### config.mk
export PLATFORM = sky130hd
export DESIGN_NAME = bcd_calendar
export DESIGN_NICKNAME = d
export VERILOG_FILES = /design/src/rtl/rtc_cal_pkg.sv /design/src/rtl/bcd_wrap_cnt.sv /design/src/rtl/bcd_hour_cnt.sv /design/src/rtl/bcd_calendar.sv
export SDC_FILE = /design/constraint.sdc
export NUM_CORES = 1
export LEC_CHECK = 0
export BUFFER_PORTS_ARGS = -buffer_cell sky130_fd_sc_hd__clkbuf_2
export CAP_MARGIN = 20
export CORE_MARGIN = 2
export CORE_UTILIZATION = 47
export DETAILED_ROUTE_END_ITERATION = 10
export PLACE_DENSITY_LB_ADDON = 0.25
export SYNTH_ARGS = -nofsm -noshare
export SYNTH_HDL_FRONTEND = slang
export SYNTH_SLANG_ARGS = --single-unit
### constraint.sdc
create_clock -name clk -period 3 [get_ports clk]
set_input_delay 0.15 -clock clk [delete_from_list [all_inputs] [get_ports clk]]
set_output_delay 0.15 -clock clk [all_outputs]
set_load 0.03 [all_outputs]
### src/rtl/rtc_cal_pkg.sv
package rtc_cal_pkg;

  localparam int FW       = 8;
  localparam int NFIELDS  = 8;
  localparam int LOAD_W   = FW * NFIELDS;

  typedef struct packed {
    logic [FW-1:0] century;
    logic [FW-1:0] year;
    logic [FW-1:0] dow;
    logic [FW-1:0] month;
    logic [FW-1:0] date;
    logic [FW-1:0] hour;
    logic [FW-1:0] min;
    logic [FW-1:0] sec;
  } cal_t;

  // Two-digit BCD increment without wrap handling.
  function automatic logic [FW-1:0] bcd_inc(logic [FW-1:0] v);
    logic [FW-1:0] r;
    if (v[3:0] >= 4'd9) r = {v[7:4] + 4'd1, 4'd0};
    else                r = {v[7:4], v[3:0] + 4'd1};
    return r;
  endfunction

  // Divisibility by four of a two-digit BCD value.
  function automatic logic bcd_div4(logic [FW-1:0] y);
    logic [3:0] u;
    u = y[3:0];
    if (y[4]) return (u == 4'd2) || (u == 4'd6);
    else      return (u == 4'd0) || (u == 4'd4) || (u == 4'd8);
  endfunction

  function automatic logic [FW-1:0] last_date(logic [FW-1:0] mon, logic leap);
    logic [FW-1:0] r;
    case (mon)
      8'h02:                      r = leap ? 8'h29 : 8'h28;
      8'h04, 8'h06, 8'h09, 8'h11: r = 8'h30;
      default:                    r = 8'h31;
    endcase
    return r;
  endfunction

endpackage

### src/rtl/bcd_wrap_cnt.sv
module bcd_wrap_cnt
  import rtc_cal_pkg::*;
#(
  parameter logic [FW-1:0] FIRST   = 8'h00,
  parameter logic [FW-1:0] RST_VAL = 8'h00
) (
  input  logic          clk,
  input  logic          rst,
  input  logic          load_i,
  input  logic [FW-1:0] load_val_i,
  input  logic          inc_i,
  input  logic [FW-1:0] last_i,
  output logic [FW-1:0] q_o,
  output logic          wrap_o
);

  logic at_end;

  assign at_end = (q_o >= last_i);
  assign wrap_o = inc_i && at_end;

  always_ff @(posedge clk) begin
    if (rst)         q_o <= RST_VAL;
    else if (load_i) q_o <= load_val_i;
    else if (inc_i)  q_o <= at_end ? FIRST : bcd_inc(q_o);
  end

endmodule

### src/rtl/bcd_hour_cnt.sv
module bcd_hour_cnt
  import rtc_cal_pkg::*;
#(
  parameter logic [FW-1:0] RST_VAL = 8'h00
) (
  input  logic          clk,
  input  logic          rst,
  input  logic          load_i,
  input  logic [FW-1:0] load_val_i,
  input  logic          inc_i,
  output logic [FW-1:0] q_o,
  output logic          day_o
);

  logic [FW-1:0] h12, h24, inc12, nxt;
  logic          pm, day_edge;

  always_comb begin
    h12      = {3'b000, q_o[4:0]};
    h24      = {2'b00, q_o[5:0]};
    pm       = q_o[5];
    inc12    = bcd_inc(h12);
    nxt      = q_o;
    day_edge = 1'b0;
    if (q_o[7]) begin
      if (h12 >= 8'h12)      nxt = {2'b10, pm, 5'h01};
      else if (h12 == 8'h11) nxt = {2'b10, ~pm, 5'h12};
      else                   nxt = {2'b10, pm, inc12[4:0]};
      day_edge = pm && (h12 == 8'h11);
    end else begin
      if (h24 >= 8'h23) nxt = 8'h00;
      else              nxt = bcd_inc(h24);
      day_edge = (h24 >= 8'h23);
    end
  end

  assign day_o = inc_i && day_edge;

  always_ff @(posedge clk) begin
    if (rst)         q_o <= RST_VAL;
    else if (load_i) q_o <= load_val_i;
    else if (inc_i)  q_o <= nxt;
  end

endmodule

### src/rtl/bcd_calendar.sv
module bcd_calendar
  import rtc_cal_pkg::*;
#(
  parameter logic [FW-1:0] RST_SEC     = 8'h00,
  parameter logic [FW-1:0] RST_MIN     = 8'h00,
  parameter logic [FW-1:0] RST_HOUR    = 8'h00,
  parameter logic [FW-1:0] RST_DATE    = 8'h01,
  parameter logic [FW-1:0] RST_MONTH   = 8'h01,
  parameter logic [FW-1:0] RST_DOW     = 8'h01,
  parameter logic [FW-1:0] RST_YEAR    = 8'h00,
  parameter logic [FW-1:0] RST_CENTURY = 8'h19
) (
  input  logic              clk,
  input  logic              rst,
  input  logic              tick_i,
  input  logic              load_i,
  input  logic [LOAD_W-1:0] load_data_i,
  input  logic              load_wp_i,
  output logic [FW-1:0]     sec_o,
  output logic [FW-1:0]     min_o,
  output logic [FW-1:0]     hour_o,
  output logic [FW-1:0]     date_o,
  output logic [FW-1:0]     month_o,
  output logic [FW-1:0]     dow_o,
  output logic [FW-1:0]     year_o,
  output logic [FW-1:0]     century_o,
  output logic              wp_o
);

  cal_t          ld;
  logic          wp_q, load_en, tick_en;
  logic          c_min, c_hour, c_day, c_month, c_year, c_cent, c_none;
  logic          c_dow_unused;
  logic [FW-1:0] date_last;

  assign ld      = cal_t'(load_data_i);
  assign load_en = load_i && !wp_q;
  assign tick_en = tick_i && !load_en;

  always_ff @(posedge clk) begin
    if (rst)         wp_q <= 1'b0;
    else if (load_i) wp_q <= load_wp_i;
  end
  assign wp_o = wp_q;

  assign date_last = last_date(month_o, bcd_div4(year_o));

  bcd_wrap_cnt #(.FIRST(8'h00), .RST_VAL(RST_SEC)) u_sec (
    .clk(clk), .rst(rst), .load_i(load_en), .load_val_i(ld.sec),
    .inc_i(tick_en), .last_i(8'h59), .q_o(sec_o), .wrap_o(c_min));

  bcd_wrap_cnt #(.FIRST(8'h00), .RST_VAL(RST_MIN)) u_min (
    .clk(clk), .rst(rst), .load_i(load_en), .load_val_i(ld.min),
    .inc_i(c_min), .last_i(8'h59), .q_o(min_o), .wrap_o(c_hour));

  bcd_hour_cnt #(.RST_VAL(RST_HOUR)) u_hour (
    .clk(clk), .rst(rst), .load_i(load_en), .load_val_i(ld.hour),
    .inc_i(c_hour), .q_o(hour_o), .day_o(c_day));

  bcd_wrap_cnt #(.FIRST(8'h01), .RST_VAL(RST_DATE)) u_date (
    .clk(clk), .rst(rst), .load_i(load_en), .load_val_i(ld.date),
    .inc_i(c_day), .last_i(date_last), .q_o(date_o), .wrap_o(c_month));

  bcd_wrap_cnt #(.FIRST(8'h01), .RST_VAL(RST_DOW)) u_dow (
    .clk(clk), .rst(rst), .load_i(load_en), .load_val_i(ld.dow),
    .inc_i(c_day), .last_i(8'h07), .q_o(dow_o), .wrap_o(c_dow_unused));

  bcd_wrap_cnt #(.FIRST(8'h01), .RST_VAL(RST_MONTH)) u_month (
    .clk(clk), .rst(rst), .load_i(load_en), .load_val_i(ld.month),
    .inc_i(c_month), .last_i(8'h12), .q_o(month_o), .wrap_o(c_year));

  bcd_wrap_cnt #(.FIRST(8'h00), .RST_VAL(RST_YEAR)) u_year (
    .clk(clk), .rst(rst), .load_i(load_en), .load_val_i(ld.year),
    .inc_i(c_year), .last_i(8'h99), .q_o(year_o), .wrap_o(c_cent));

  bcd_wrap_cnt #(.FIRST(8'h00), .RST_VAL(RST_CENTURY)) u_cent (
    .clk(clk), .rst(rst), .load_i(load_en), .load_val_i(ld.century),
    .inc_i(c_cent), .last_i(8'h99), .q_o(century_o), .wrap_o(c_none));

endmodule

==> reports/results.txt <==
Layout area overhead: 25.2%
Via count: 4731
DP HPWL: 9270 microns
H-tree lvl count: 3
Commonest cells post-synth: dfxtp_1, nor2_1, ha_1, nand2_1
Routed Antenna Nets: 0
Synth area leaders: dfxtp_1, ha_1, nor2_1
Mapped Cells: 545
Slowest stage delay, CP: 0.58 ns
Minimum clock period: 2.94 ns
Post-synthesis average cell area: 8.20 sq um
Pins Over Slew Limit: 0
Syn. warnings: 0
Global-route wire length before repair: 20500 microns
CORE AREA: 9240 sq um
Critical path fanouts, max: 9
Hold_ws: 0.0298 ns
Clock latency on the worst-skew pair: 0.35 ns
Final period util: 0.980
Die area: 10300 sq um
Final Instance Count excl. Fillers: 811
Global-route usage over all layers: 0.246
CTS sink cnt: 65
Top-area cell type share of the netlist area: 0.291
Gr ovfl total: 0
Largest net degree at the start of global routing: 35
P_leak: 2.48 nW
Worst-Margin Slew: 0.782 ns
Unrepaired setup endpoints after global routing: true
Critical setup path kind: reg -> reg
Hold Vio Cnt, Final: 0
DP Area: 5270 sq um
Synth cell types: 72
CTS tree: built
Most common cell in the netlist: dfxtp_1
Predominant post-synthesis flop cell: dfxtp_1
IO Port Bufs: 133
Initial antenna violation count: 0
Final WL: 12800 microns
PwrDens: 447 nW/um^2
Pre-antenna DRT Iters: 6
# fillers: 857
Max Clock Skew: 0.0117 ns
Int Pwr: 0.00162 W
Reg power frac: 0.408
Die Height: 102 microns
Fin area: 5600 sq um
Peak VDD IR: 0.268 mV
GP Congestion: 0.917
Initial Util: 0.484
EDFF count, synth: 0
Largest area contributor in the netlist: dfxtp_1
Rows: 35
Sw frac: 0.355
Async set-reset flop share out of synthesis: 0
Req. time, crit path: 3.28 ns
Starting DRT DRC Count: 283
Syn_nets: 663
Antenna Cells: 0
Clk root buf: clkbuf_8
Crit start category: flip-flop
Num CTS Buffers: 9
DRC: 0
Combinational fraction of design power: 0.286
CP cell instances: o211ai_1 -> a21oi_2 -> o21ai_1 -> mux2_4 -> ha_4 -> nor4b_4 -> o21ai_2 -> or2_4 -> nand2_4 -> or4_1 -> a31oi_1
Die Wd: 102 microns
Rel. slew slack: 0.477
Final #Nets: 796
# setup viols final: 0
Area of the mapped netlist: 4470 sq um
Clock power frac: 0.305
Setup TNS: 0 ns
Vias/cell: 5.83
Critical Path AT: 3.22 ns
Post-synthesis register bit count: 65
Vias in the first global route: 4390
Slowest CP cell: dfxtp_1
Net Sw Power: 0.000888 W
Post-synthesis sequential area ratio: 0.291
Max-cap violations: 0
Critical Path End Type: flip-flop
DP Cell Count: 791
Fmax: 340 MHz
Avg WL per Cell: 15.8 microns
Io pins: 134
Status: complete, no violations
Share of cells above drive strength 1: 0.299
Overall Power: 0.00250 W
Clock transition at path regs: 0.08 ns
Clk buf depth: 2
Hold Crit Class: in -> reg
## cells by family after synthesis
kind of cell    after synthesis  synth area share
simple gates                184             0.212
compound gates              181             0.292
flops                        65             0.291
buf+inv                      59            0.0526
fa+ha+maj                    49             0.137
xor+xnor                      4           0.00784
mux                           3           0.00700
## layout by cell type (no fill, tap or decap), drive strengths merged, types with 6 or more instances in the layout
cell	count
a22oi	13
nand2	39
clkbuf	145
nor2	60
o211ai	7
o31ai	6
a211oi	25
ha	49
a31oi	10
nand3	18
nor3	15
buf	13
a21oi	36
inv	35
o21ai	35
nor2b	7
a221oi	10
dfxtp	65
nand4	7
## layout make-up
type | count | area [sq um] | share of cell area
multi-input combinational | 421 | 3030 | 0.542
sequential | 65 | 1310 | 0.234
timing repair buffer | 146 | 763 | 0.136
tap | 129 | 161 | 0.0288
clock buffer | 12 | 155 | 0.0277
inverter | 35 | 134 | 0.0239
clock inverter | 3 | 40.0 | 0.00715
## path summary, 6_finish.rpt
path	cells after the start	to	slack [ns]	startpoint
max	11	u_month.q_o[3]$_SDFFE_PP0P_	0.06	u_month.q_o[2]$_SDFFE_PP0P_
min	3	u_hour.q_o[0]$_SDFFE_PP0P_	0.03	load_data_i[16]
max reg2reg	11	u_month.q_o[3]$_SDFFE_PP0P_	0.06	u_month.q_o[2]$_SDFFE_PP0P_
min reg2reg	2	u_dow.q_o[4]$_SDFFE_PP0P_	0.51	u_dow.q_o[4]$_SDFFE_PP0P_
## what timing repair did
item                                    CTS  global route
hold endpoints to repair                  0             0
resized for setup                         3            23
pin swaps                                 5             6
hold buffers                              0             0
gates cloned                              0             0
endpoints found under the setup margin   25            30
setup buffers                             0             5
## worst max-delay path, delay by kind of cell (launching register included)
kind	cells	cell delay, ns
adder cells (fa/ha/maj)	1	0.28
AND/OR/NAND/NOR	4	0.86
flip-flops	1	0.58
multiplexers	1	0.30
AO/OA/AOI/OAI	5	0.86
## power by group through the flow
stage                     clock network, W  registers (W)  logic [W]
after global routing              0.000822        0.00103   0.000794
after detailed placement                 0        0.00104   0.000686
final                             0.000764        0.00102   0.000717
after global placement                   0        0.00103   0.000667
after CTS                         0.000779        0.00102   0.000694
after floorplan                          0        0.00114   0.000364
## routing by layer
metal / vias to the layer above / track usage / routed length [microns]
li1: 2294 / - / -
met2: 179 / 0.404 / 6110
met4: 0 / 0.0759 / 206
met1: 2238 / 0.319 / 5620
met5: - / 0 / 0
met3: 20 / 0.0587 / 889
## registers in the layout (all words and copies together), names as in the netlist
register,count
wp_o,1
u_date.q_o,8
u_min.q_o,8
u_dow.q_o,8
u_cent.q_o,8
u_year.q_o,8
u_hour.q_o,8
u_sec.q_o,8
u_month.q_o,8
## per-stage QoR
stage	util	setup WS, ns
2_1_floorplan	-	0.0208
3_3_place_gp	0.570	0.0972
3_5_place_dp	0.570	-0.131
4_1_cts	0.593	0.00117
5_1_grt	0.606	-0.0809
6_report	0.606	0.0611
(Power assumes the default switching activity.)
